$ cat config.mk
export PLATFORM = sky130hd
export DESIGN_NAME = hdlc_testloop_ctrl
export DESIGN_NICKNAME = d
export VERILOG_FILES = /design/src/rtl/hdlc_tl_pkg.sv /design/src/rtl/hdlc_tl_regfile.sv /design/src/rtl/hdlc_tl_router.sv /design/src/rtl/hdlc_tl_serloop.sv /design/src/rtl/hdlc_testloop_ctrl.sv
export SDC_FILE = /design/constraint.sdc
export NUM_CORES = 1
export LEC_CHECK = 0
export ABC_AREA = 1
export BUFFER_PORTS_ARGS = -buffer_cell sky130_fd_sc_hd__clkbuf_2
export CORE_ASPECT_RATIO = 0.75
export CORE_MARGIN = 4
export CORE_UTILIZATION = 32
export CTS_CLUSTER_SIZE = 14
export DETAILED_ROUTE_END_ITERATION = 16
export GPL_ROUTABILITY_DRIVEN = 0
export PLACE_DENSITY = 0.89
export RECOVER_POWER = 25
export SLEW_MARGIN = 20
export SYNTH_ARGS = -nofsm -noshare
export SYNTH_HDL_FRONTEND = slang
export SYNTH_SLANG_ARGS = --single-unit
$ cat constraint.sdc
create_clock -name clk -period 1.3 [get_ports clk]
set_clock_uncertainty 0.15 [all_clocks]
set_input_delay 0.26 -clock clk [delete_from_list [all_inputs] [get_ports clk]]
set_output_delay 0.26 -clock clk [all_outputs]
set_load 0.02 [all_outputs]
$ cat src/rtl/hdlc_tl_pkg.sv
package hdlc_tl_pkg;

    localparam int CTRL_W      = 8;
    localparam int BIT_SRST    = 7;
    localparam int BIT_RTLOOP  = 6;
    localparam int BIT_CRCTEST = 3;
    localparam int BIT_FIFOTST = 2;
    localparam int BIT_ADRTEST = 1;
    localparam int BIT_TRLOOP  = 0;

    typedef struct packed {
        logic srst;
        logic rt_loop;
        logic crc_test;
        logic fifo_test;
        logic addr_test;
        logic tr_loop;
    } ctrl_t;

    function automatic logic [CTRL_W-1:0] pack_ctrl(ctrl_t c);
        logic [CTRL_W-1:0] v;
        v              = '0;
        v[BIT_SRST]    = c.srst;
        v[BIT_RTLOOP]  = c.rt_loop;
        v[BIT_CRCTEST] = c.crc_test;
        v[BIT_FIFOTST] = c.fifo_test;
        v[BIT_ADRTEST] = c.addr_test;
        v[BIT_TRLOOP]  = c.tr_loop;
        return v;
    endfunction

endpackage

$ cat src/rtl/hdlc_tl_regfile.sv
module hdlc_tl_regfile
    import hdlc_tl_pkg::*;
#(
    parameter int CLEAR_WRITES = 2
) (
    input  logic              clk,
    input  logic              rst_n,
    input  logic              wr,
    input  logic [CTRL_W-1:0] wdata,
    output ctrl_t             ctrl,
    output logic [CTRL_W-1:0] rdata
);

    localparam int CNT_W = (CLEAR_WRITES > 1) ? $clog2(CLEAR_WRITES) : 1;
    localparam logic [CNT_W-1:0] LAST_ZERO = CNT_W'(CLEAR_WRITES - 1);

    typedef struct packed {
        ctrl_t            ctrl;
        logic [CNT_W-1:0] zcnt;
    } state_t;

    state_t st_d, st_q;
    logic   unused_rsvd;

    // bits 5:4 are reserved and never stored
    assign unused_rsvd = ^wdata[5:4];

    always_comb begin
        st_d = st_q;
        if (wr) begin
            st_d.ctrl.rt_loop   = wdata[BIT_RTLOOP];
            st_d.ctrl.crc_test  = wdata[BIT_CRCTEST];
            st_d.ctrl.fifo_test = wdata[BIT_FIFOTST];
            st_d.ctrl.addr_test = wdata[BIT_ADRTEST];
            st_d.ctrl.tr_loop   = wdata[BIT_TRLOOP];
            if (wdata[BIT_SRST]) begin
                // a one write (re)arms the reset and restarts the zero run
                st_d.ctrl.srst = 1'b1;
                st_d.zcnt      = '0;
            end else if (st_q.ctrl.srst) begin
                if (st_q.zcnt == LAST_ZERO) begin
                    st_d.ctrl.srst = 1'b0;
                    st_d.zcnt      = '0;
                end else begin
                    st_d.zcnt = st_q.zcnt + 1'b1;
                end
            end
        end
    end

    always_ff @(posedge clk or negedge rst_n) begin
        if (!rst_n) begin
            st_q <= '0;
        end else begin
            st_q <= st_d;
        end
    end

    assign ctrl  = st_q.ctrl;
    assign rdata = pack_ctrl(st_q.ctrl);

endmodule

$ cat src/rtl/hdlc_tl_router.sv
module hdlc_tl_router #(
    parameter int DATA_W = 8,
    parameter int TAG_W  = 2
) (
    input  logic              rt_loop,
    input  logic              fifo_test,
    input  logic              rxp_valid,
    input  logic [DATA_W-1:0] rxp_data,
    input  logic [TAG_W-1:0]  rxp_tag,
    input  logic              hst_txf_wr,
    input  logic [DATA_W-1:0] hst_txf_data,
    input  logic [TAG_W-1:0]  hst_txf_tag,
    input  logic              hst_rxf_rd,
    output logic [DATA_W-1:0] hst_rd_data,
    output logic [TAG_W-1:0]  hst_rd_tag,
    output logic              txf_wr,
    output logic [DATA_W-1:0] txf_wdata,
    output logic [TAG_W-1:0]  txf_wtag,
    output logic              txf_rd,
    input  logic [DATA_W-1:0] txf_rdata,
    input  logic [TAG_W-1:0]  txf_rtag,
    output logic              rxf_wr,
    output logic [DATA_W-1:0] rxf_wdata,
    output logic [TAG_W-1:0]  rxf_wtag,
    output logic              rxf_rd,
    input  logic [DATA_W-1:0] rxf_rdata,
    input  logic [TAG_W-1:0]  rxf_rtag
);

    localparam int PAY_W = DATA_W + TAG_W;

    logic             loop_hit;
    logic [PAY_W-1:0] rx_pay, host_pay, txf_pay, rxf_pay, rd_pay;

    assign loop_hit = rt_loop & rxp_valid;
    assign rx_pay   = {rxp_data, rxp_tag};
    assign host_pay = {hst_txf_data, hst_txf_tag};

    always_comb begin
        // transmit FIFO write port: looped receive byte beats the host
        txf_wr  = loop_hit | (hst_txf_wr & ~fifo_test);
        txf_pay = loop_hit ? rx_pay : host_pay;
        // receive FIFO write port: host owns it during FIFO test
        rxf_wr  = fifo_test ? hst_txf_wr : rxp_valid;
        rxf_pay = fifo_test ? host_pay : rx_pay;
        // host read swap
        txf_rd  = hst_rxf_rd & fifo_test;
        rxf_rd  = hst_rxf_rd & ~fifo_test;
        rd_pay  = fifo_test ? {txf_rdata, txf_rtag} : {rxf_rdata, rxf_rtag};
    end

    assign {txf_wdata, txf_wtag}     = txf_pay;
    assign {rxf_wdata, rxf_wtag}     = rxf_pay;
    assign {hst_rd_data, hst_rd_tag} = rd_pay;

endmodule

$ cat src/rtl/hdlc_tl_serloop.sv
module hdlc_tl_serloop (
    input  logic tr_loop,
    input  logic rx_en,
    input  logic tx_en,
    input  logic tx_ser,
    input  logic rx_line,
    output logic rx_ser
);

    logic loop_on;

    assign loop_on = tr_loop & rx_en & tx_en;
    assign rx_ser  = loop_on ? tx_ser : rx_line;

endmodule

$ cat src/rtl/hdlc_testloop_ctrl.sv
module hdlc_testloop_ctrl
    import hdlc_tl_pkg::*;
#(
    parameter int DATA_W       = 8,
    parameter int TAG_W        = 2,
    parameter int CLEAR_WRITES = 2
) (
    input  logic              clk,
    input  logic              rst_n,
    input  logic              cfg_wr,
    input  logic [7:0]        cfg_wdata,
    output logic [7:0]        cfg_rdata,
    output logic              soft_rst,
    output logic              crc_test_mode,
    output logic              addr_test_mode,
    input  logic              rxp_valid,
    input  logic [DATA_W-1:0] rxp_data,
    input  logic [TAG_W-1:0]  rxp_tag,
    input  logic              hst_txf_wr,
    input  logic [DATA_W-1:0] hst_txf_data,
    input  logic [TAG_W-1:0]  hst_txf_tag,
    input  logic              hst_rxf_rd,
    output logic [DATA_W-1:0] hst_rd_data,
    output logic [TAG_W-1:0]  hst_rd_tag,
    output logic              txf_wr,
    output logic [DATA_W-1:0] txf_wdata,
    output logic [TAG_W-1:0]  txf_wtag,
    output logic              txf_rd,
    input  logic [DATA_W-1:0] txf_rdata,
    input  logic [TAG_W-1:0]  txf_rtag,
    output logic              rxf_wr,
    output logic [DATA_W-1:0] rxf_wdata,
    output logic [TAG_W-1:0]  rxf_wtag,
    output logic              rxf_rd,
    input  logic [DATA_W-1:0] rxf_rdata,
    input  logic [TAG_W-1:0]  rxf_rtag,
    input  logic              rx_en,
    input  logic              tx_en,
    input  logic              tx_ser,
    input  logic              rx_line,
    output logic              rx_ser
);

    ctrl_t ctrl;

    hdlc_tl_regfile #(
        .CLEAR_WRITES(CLEAR_WRITES)
    ) u_reg (
        .clk   (clk),
        .rst_n (rst_n),
        .wr    (cfg_wr),
        .wdata (cfg_wdata),
        .ctrl  (ctrl),
        .rdata (cfg_rdata)
    );

    assign soft_rst       = ctrl.srst;
    assign crc_test_mode  = ctrl.crc_test;
    assign addr_test_mode = ctrl.addr_test;

    hdlc_tl_router #(
        .DATA_W(DATA_W),
        .TAG_W (TAG_W)
    ) u_route (
        .rt_loop      (ctrl.rt_loop),
        .fifo_test    (ctrl.fifo_test),
        .rxp_valid    (rxp_valid),
        .rxp_data     (rxp_data),
        .rxp_tag      (rxp_tag),
        .hst_txf_wr   (hst_txf_wr),
        .hst_txf_data (hst_txf_data),
        .hst_txf_tag  (hst_txf_tag),
        .hst_rxf_rd   (hst_rxf_rd),
        .hst_rd_data  (hst_rd_data),
        .hst_rd_tag   (hst_rd_tag),
        .txf_wr       (txf_wr),
        .txf_wdata    (txf_wdata),
        .txf_wtag     (txf_wtag),
        .txf_rd       (txf_rd),
        .txf_rdata    (txf_rdata),
        .txf_rtag     (txf_rtag),
        .rxf_wr       (rxf_wr),
        .rxf_wdata    (rxf_wdata),
        .rxf_wtag     (rxf_wtag),
        .rxf_rd       (rxf_rd),
        .rxf_rdata    (rxf_rdata),
        .rxf_rtag     (rxf_rtag)
    );

    hdlc_tl_serloop u_ser (
        .tr_loop (ctrl.tr_loop),
        .rx_en   (rx_en),
        .tx_en   (tx_en),
        .tx_ser  (tx_ser),
        .rx_line (rx_line),
        .rx_ser  (rx_ser)
    );

endmodule

======== After elaboration in Yosys (flattened, before gate mapping) ========
Cells that the tools add are included.
operators by class
  multiplexer cells ....................... 11
  bitwise gates (word level) .............. 8
  reduce and logical (&&, ||, !) cells .... 2
  $add $sub $neg .......................... 1
operator list
  kind                                 count
  2-to-1 mux 10 bit                    3
  2-to-1 mux 1 bit                     8
  AND 1 bit                            6
  AND reduction 2 bit                  1
  nonzero test 2 bit                   1
  adder 1 bit (second input constant)  1
  NOT 1 bit                            1
  bitwise OR 1 bit                     1
word-level totals
  flip-flop bits (word level) ............. 7
  bits of input ports ..................... 58

======== Logic depth before layout (Yosys ltp) ========
Gate-level depths: netlist of run 1.
  depth after elaboration ................. 4
  gate-level depth with buffers ........... 5

======== Cells and area by module ========
From an unflattened synthesis of run 1, not the netlist that was laid out.
unflattened totals
  cell total of the unflattened synthesis .. 160
  area, all modules ....................... 996.0 um^2
modules (own cells, without submodules)
  module           seq. area each (um^2)  cells each  instances  area an instance (um^2)
  hdlc_tl_router   0.0                    108         1          581.8
  hdlc_tl_regfile  175.2                  48          1          395.4
  hdlc_tl_serloop  0.0                    4           1          18.8

======== Least setup slack after synthesis of run 1 ========
No wires, ideal clock.
  path type ............................... reg2out
  start ................................... register u_reg.st_q, in the netlist u_reg.ctrl[2]
  end ..................................... output port rxf_wdata[6]
  slack ................................... -102 ps
  data required time ...................... 890 ps
  stages on the path, launching flop included .. 3
  path buffers ............................ 1
  data arrival time ....................... 992 ps
  path through ............................ dfrtp_1 > buf_6 > o21ai_0
between the ends
  longest elaborated chain between the ends .. 1
RTL lines
  element                   line                      text
  start: declaration        hdlc_tl_regfile.sv:22     state_t st_d, st_q;
  start signal: assignment  hdlc_tl_regfile.sv:55     st_q <= st_d;
  2-to-1 mux 10 bit         hdlc_tl_router.sv:45      rxf_pay = fifo_test ? host_pay : rx_pay;
  end: declaration          hdlc_testloop_ctrl.sv:32  output logic [DATA_W-1:0] rxf_wdata,
Every way passes these cells.

======== Worst setup path in the final report of run 1 ========
  start ................................... register u_reg.st_q, in the netlist u_reg.ctrl[2]
  end ..................................... output port rxf_wdata[7]
The elaborated chain is that of the path after synthesis.

==> impl_metrics.yaml, run 1 <==
floorplan:
  die_h_um: 52.20
  die_w_um: 66.93
  rows: 15
  coreArea_um2: 2384
  start_util: 0.3496
  io_pins: 104
  die_area_um2: 3493
placement:
  dp.cells: 268
  dp_hpwl_mm: 2.349
  port_buffers: 99
  placed_area_um2: 1349
logic_synthesis:
  synthFlopType: "dfrtp_1"
  synth_warnings: 0
  synth_area_um2: 833.3
  synth_edf_count: 0
  synth_seq_cells: 7
  seq_area_frac_synth: 0.2102
  synth.most_common_cell: "nand2_1"
  synth_commonest_cells: "nand2_1 (70), inv_1 (17), buf_4 (11), o21ai_2 (10), o21ai_0 (8)"
  synth_cell_types: 15
  syn_inst: 143
  synth_top_area_cell: "nand2_1"
  synthTopCellsByArea: "nand2_1 (32%), dfrtp_1 (21%), o21ai_2 (11%), buf_4 (9.9%), inv_1 (7.7%)"
  syn_area_per_cell_um2: 5.827
  synth_top_area_share: 0.3153
  ys_async_sr_fraction: 1.000
worst_setup_path:
  end_kind: "output pin"
  crit_path_max_fanout: 21
  crit_required_ns: 0.89
  slowest_stage: "dfrtp_2"
  path_class: "flop to output pin"
  arrival_ns: 1.21
  cp_cell_sequence: "buf_12 > nand2_1 > o21ai_2 > buf_4"
  critPathLaunchType: "flop"
  critical_path.max_stage_delay_ns: 0.45
power:
  p_leak_nw: 1.058
  total_power_mw: 1.424
  seq_power_share: 0.196
  clkPwrFrac: 0.136
  p_int_mw: 0.8291
  power_density_nw_per_um2: 790.6
  ir_worst_vdd_v: 0.0009459
  p_switching_mw: 0.5945
  combPwrFrac: 0.668
  switching_share: 0.4176
clock_tree:
  cts_sinks: 7
  clk_pin_slew_ns: 0.05
  clk_latency_ns: 0.25
  numCtsBuffers: 3
  clk_path_buf_depth: 2
  cts_tree: "done"
  root_buffer: "clkbuf_4"
  htree_levels: 1
detailed_routing:
  ant_nets: 0
  via_count: 1256
  post_drt_via_cell_ratio: 4.534
  drc: 0
  first_pass_iters: 3
  drt-total-wl_mm: 3.416
  wl_per_cell_um: 12.33
  drt_iter0_drc: 17
timing:
  timing.fmax_mhz: 618.8
  period_share: 1.243
  finalMaxSlewViolations: 0
  period_needed_ns: 1.616
  fin_setup_tns_ns: -9.698
  finalHoldViolations: 0
  fin_ws_ns: -0.3160
  report.final.setup_viol: 38
  rsz0062_at_grt: "yes"
layout:
  antenna_cells: 0
  syn_to_final_growth_pct: 116.1
  layout-drive-gt1-share: 0.6049
  nNetsFinal: 302
  instances_no_fill: 277
  final_cell_area_um2: 1800
job:
  drv_cap: 0
global_route:
  overflow: 0
  grt_pass1_wl_mm: 4.747
  grt_pass1_vias: 1176
  grtUsageTotal: 0.1736
  antenna_found_initial: 0
  grt_max_degree: 22
status:
  status: "finished with violations"
  violations: "negative setup slack"
hold_path:
  worst_hold_path_type: "input port to flop"
through the flow:
step                hold slack [ns]  setup WS, ns  utilization
floorplan                   -0.1856       -0.1015            -
global placement           -0.04799      -0.05749       0.5659
detailed placement         -0.04576      -0.07302       0.5659
CTS                         0.06412       -0.3000       0.7050
global route                0.06989       -0.3905       0.7554
finish                      0.06872       -0.3160       0.7554
kinds of logic after synthesis:
logic type	after synthesis	synth area share
and+or+nand+nor	76	0.3499
buffers and inverters	34	0.2402
DFF	7	0.2102
AOI/OAI and AO/OA	25	0.1952
other	1	0.004500
sequential cells by signal (all words and copies together) (netlist names):
signal,flops
u_reg.ctrl,6
u_reg.st_q,1
critical path: cells and delay by family (launching register included):
family	cells	cell delay, ns
DFF	1	0.45
buffers and inverters	2	0.33
and+or+nand+nor	1	0.10
AOI/OAI and AO/OA	1	0.07
power by group through the flow:
stage	sequential, mW	clock [mW]	combinational [mW]
after floorplan	0.288	0	0.458
after global placement	0.277	0	0.690
after detailed placement	0.277	0	0.703
after CTS	0.277	0.204	0.867
after global routing	0.284	0.216	1.02
final	0.279	0.194	0.951
layer usage:
| metal | GRT usage | vias up | wire, um | share of wire |
|---|---|---|---|---|
| met5 | 0 | - | 0 | 0 |
| met4 | 0.04040 | 0 | 40 | 0.012 |
| met3 | 0.06867 | 4 | 329 | 0.096 |
| met2 | 0.3487 | 56 | 1920 | 0.56 |
| met1 | 0.1628 | 563 | 1125 | 0.33 |
| li1 | - | 633 | - | - |
timing repair:
action	CTS	global route
hold buffers	1	0
resized for setup	69	48
endpoints found under the setup margin	37	38
hold endpoints to repair	7	0
cloned	1	0
setup buffers	2	2
pin swaps	3	2
worst paths after layout:
| check | from | to | depth (start not counted) | slack (ns) |
|---|---|---|---|---|
| worst min-delay path | cfg_wdata[0] | u_reg.ctrl[0] | 3 | 0.07 |
| min in group asynchronous | rst_n | u_reg.ctrl[3] | 2 | 0.29 |
| worst max-delay path | u_reg.ctrl[2] | rxf_wdata[7] | 4 | -0.32 |
| max in group asynchronous | rst_n | u_reg.ctrl[2] | 2 | 0.43 |
| worst min register to register | u_reg.st_q[0] | u_reg.ctrl[5] | 3 | 0.36 |
| worst max register to register | u_reg.ctrl[2] | u_reg.ctrl[2] | 3 | 0.23 |
area by class of cell:
type / instances / area (um2)
inverter: 18 / 72.57
fill: 194 / 583.1
multi-input combinational: 103 / 538.0
tap: 34 / 42.54
timing repair buffer: 111 / 944.7
sequential: 7 / 176.4
clock buffer: 4 / 26.28
cells in the final DEF, fill, tap and decap left out, drive strengths merged:
master / Yosys / final
nor2: 3 / 3
nand2: 71 / 71
conb: 1 / 2
clkbuf: 0 / 89
dfrtp: 7 / 7
nand3: 1 / 1
inv: 18 / 17
clkinv: 0 / 1
o21ai: 25 / 25
nand4: 1 / 1
buf: 16 / 25
dlygate4sd3: 0 / 1
(Power assumes the default switching activity.)
==> run 2, diff against run 1 <==
--- a/config.mk
+++ b/config.mk
@@ -9,11 +9,11 @@
 export BUFFER_PORTS_ARGS = -buffer_cell sky130_fd_sc_hd__clkbuf_2
 export CORE_ASPECT_RATIO = 0.75
 export CORE_MARGIN = 4
-export CORE_UTILIZATION = 32
+export CORE_UTILIZATION = 35
 export CTS_CLUSTER_SIZE = 14
 export DETAILED_ROUTE_END_ITERATION = 16
 export GPL_ROUTABILITY_DRIVEN = 0
-export PLACE_DENSITY = 0.89
+export PLACE_DENSITY = 0.95
 export RECOVER_POWER = 25
 export SLEW_MARGIN = 20
 export SYNTH_ARGS = -nofsm -noshare
==> constraint.sdc (replaced) <==
create_clock -name clk -period 1.88 [get_ports clk]
set_clock_uncertainty 0.15 [all_clocks]
set_input_delay 0.376 -clock clk [delete_from_list [all_inputs] [get_ports clk]]
set_output_delay 0.376 -clock clk [all_outputs]
set_load 0.02 [all_outputs]
==> impl_metrics.yaml, run 2 (same netlist as run 1, synthesis figures left out) <==
power:
  p_leak_nw: 0.8897
  ir_worst_vdd_v: 0.0004988
  power_density_nw_per_um2: 593.7
global_route:
  overflow: 0
  grt_pass1_wl_mm: 4.305
  antenna_found_initial: 0
  grtUsageTotal: 0.1618
  grt_max_degree: 26
  grt_pass1_vias: 1023
floorplan:
  die_h_um: 50.26
  rows: 15
  io_pins: 104
  coreArea_um2: 2290
  start_util: 0.3639
  die_area_um2: 3233
  die_w_um: 64.34
timing:
  finalHoldViolations: 0
  report.final.setup_viol: 0
  period_needed_ns: 1.761
  fin_setup_tns_ns: 0
  rsz0062_at_grt: "no"
  period_share: 0.9365
  finalMaxSlewViolations: 0
  timing.fmax_mhz: 568.0
detailed_routing:
  post_drt_via_cell_ratio: 4.253
  drt-total-wl_mm: 2.524
  drt_iter0_drc: 9
  drc: 0
  first_pass_iters: 2
  ant_nets: 0
  wl_per_cell_um: 9.383
  via_count: 1144
clock_tree:
  root_buffer: "clkbuf_4"
  cts_tree: "done"
  htree_levels: 1
  cts_sinks: 7
  numCtsBuffers: 3
  clk_path_buf_depth: 2
  clk_pin_slew_ns: 0.05
  clk_latency_ns: 0.25
placement:
  dp_hpwl_mm: 2.144
  port_buffers: 99
layout:
  nNetsFinal: 294
  syn_to_final_growth_pct: 59.61
  fin_util: 0.5809
  n_fill_cell: 246
  layout_commonest_cell: "clkbuf_2"
  antenna_cells: 0
  final_cell_mix: "clkbuf_2 (98), nand2_1 (70), inv_1 (17)"
  largest_register_ff_count: 6
  layout-drive-gt1-share: 0.4936
worst_setup_path:
  arrival_ns: 1.23
  crit_path_max_fanout: 21
  slowest_stage: "dfrtp_1"
  critical_path.max_stage_delay_ns: 0.40
  critical_path.top_delay_family: "flip-flops"
  crit_path_frequent_cell: "nand2_1"
  critPathLaunchType: "flop"
  crit_required_ns: 1.35
  cp_cell_sequence: "nand2_1 > buf_12 > nand2_1 > o21ai_2 > clkbuf_2"
  path_buf_inv: 2
  path_class: "flop to output pin"
  end_kind: "output pin"
hold_path:
  worst_hold_path_type: "input port to flop"
job:
  drv_cap: 0
status:
  status: "finished, final reports clean"
run 2: final cells by class:
| class | count | area, um2 | share of cell area |
|---|---|---|---|
| clock buffer | 4 | 26.28 | 0.01976 |
| timing repair buffer | 103 | 551.8 | 0.4149 |
| inverter | 18 | 72.57 | 0.05456 |
| multi-input combinational | 103 | 461.7 | 0.3471 |
| tap | 34 | 42.54 | 0.03198 |
| sequential | 7 | 175.2 | 0.1317 |
run 2: where the power goes:
part	total [mW]	internal [mW]	switching, mW
combinational	0.464	0.173	0.291
sequential	0.189	0.172	0.0170
clock	0.137	0.0811	0.0562
run 2: repair_timing:
action,CTS,global route
hold endpoints to repair,7,0
hold buffers,1,0
setup endpoints to repair,0,12
setup buffers,0,0
gates resized for setup,0,3
run 2: worst reg2reg max path, stage by stage (launching register included):
cell,delay [ns]
dfrtp_1,0.40
buf_12,0.17
inv_6,0.11
o21ai_0,0.08
run 2: final timing paths:
| kind | cells past startpoint | from | slack, ns | endpoint |
|---|---|---|---|---|
| worst max register to register | 3 | u_reg.ctrl[2] | 0.85 | u_reg.ctrl[2] |
| worst min register to register | 3 | u_reg.st_q[0] | 0.36 | u_reg.ctrl[5] |
| max in group asynchronous | 2 | rst_n | 0.90 | u_reg.st_q[0] |
| worst min-delay path | 3 | cfg_wdata[3] | 0.18 | u_reg.ctrl[3] |
| min in group asynchronous | 2 | rst_n | 0.41 | u_reg.ctrl[5] |
| worst max-delay path | 5 | u_reg.ctrl[4] | 0.12 | txf_wdata[0] |
run 2: metrics by stage:
step                      hold WS, ns  total power, mW  instance area [um2]  setup slack [ns]  cells
final                          0.1802           0.7897                 1330            0.1194    269
after detailed placement      0.07022           0.6558                 1290            0.2911    264
after CTS                      0.1688           0.8017                 1326          0.007351    269
after global routing           0.1774           0.8616                 1330          0.009635    269
after global placement        0.06727           0.6484                 1290            0.2964    264
after floorplan              -0.06959           0.5061                837.1            0.3625    144
run 2: layer usage:
layer | share of wire | track usage | vias to the layer above | routed length (um)
met2 | 0.50 | 0.2928 | 46 | 1255
met3 | 0.10 | 0.04922 | 2 | 252
met5 | 0 | 0 | - | 0
li1 | - | - | 611 | -
met1 | 0.40 | 0.1850 | 485 | 1010
met4 | 0.0020 | 0.04211 | 0 | 5
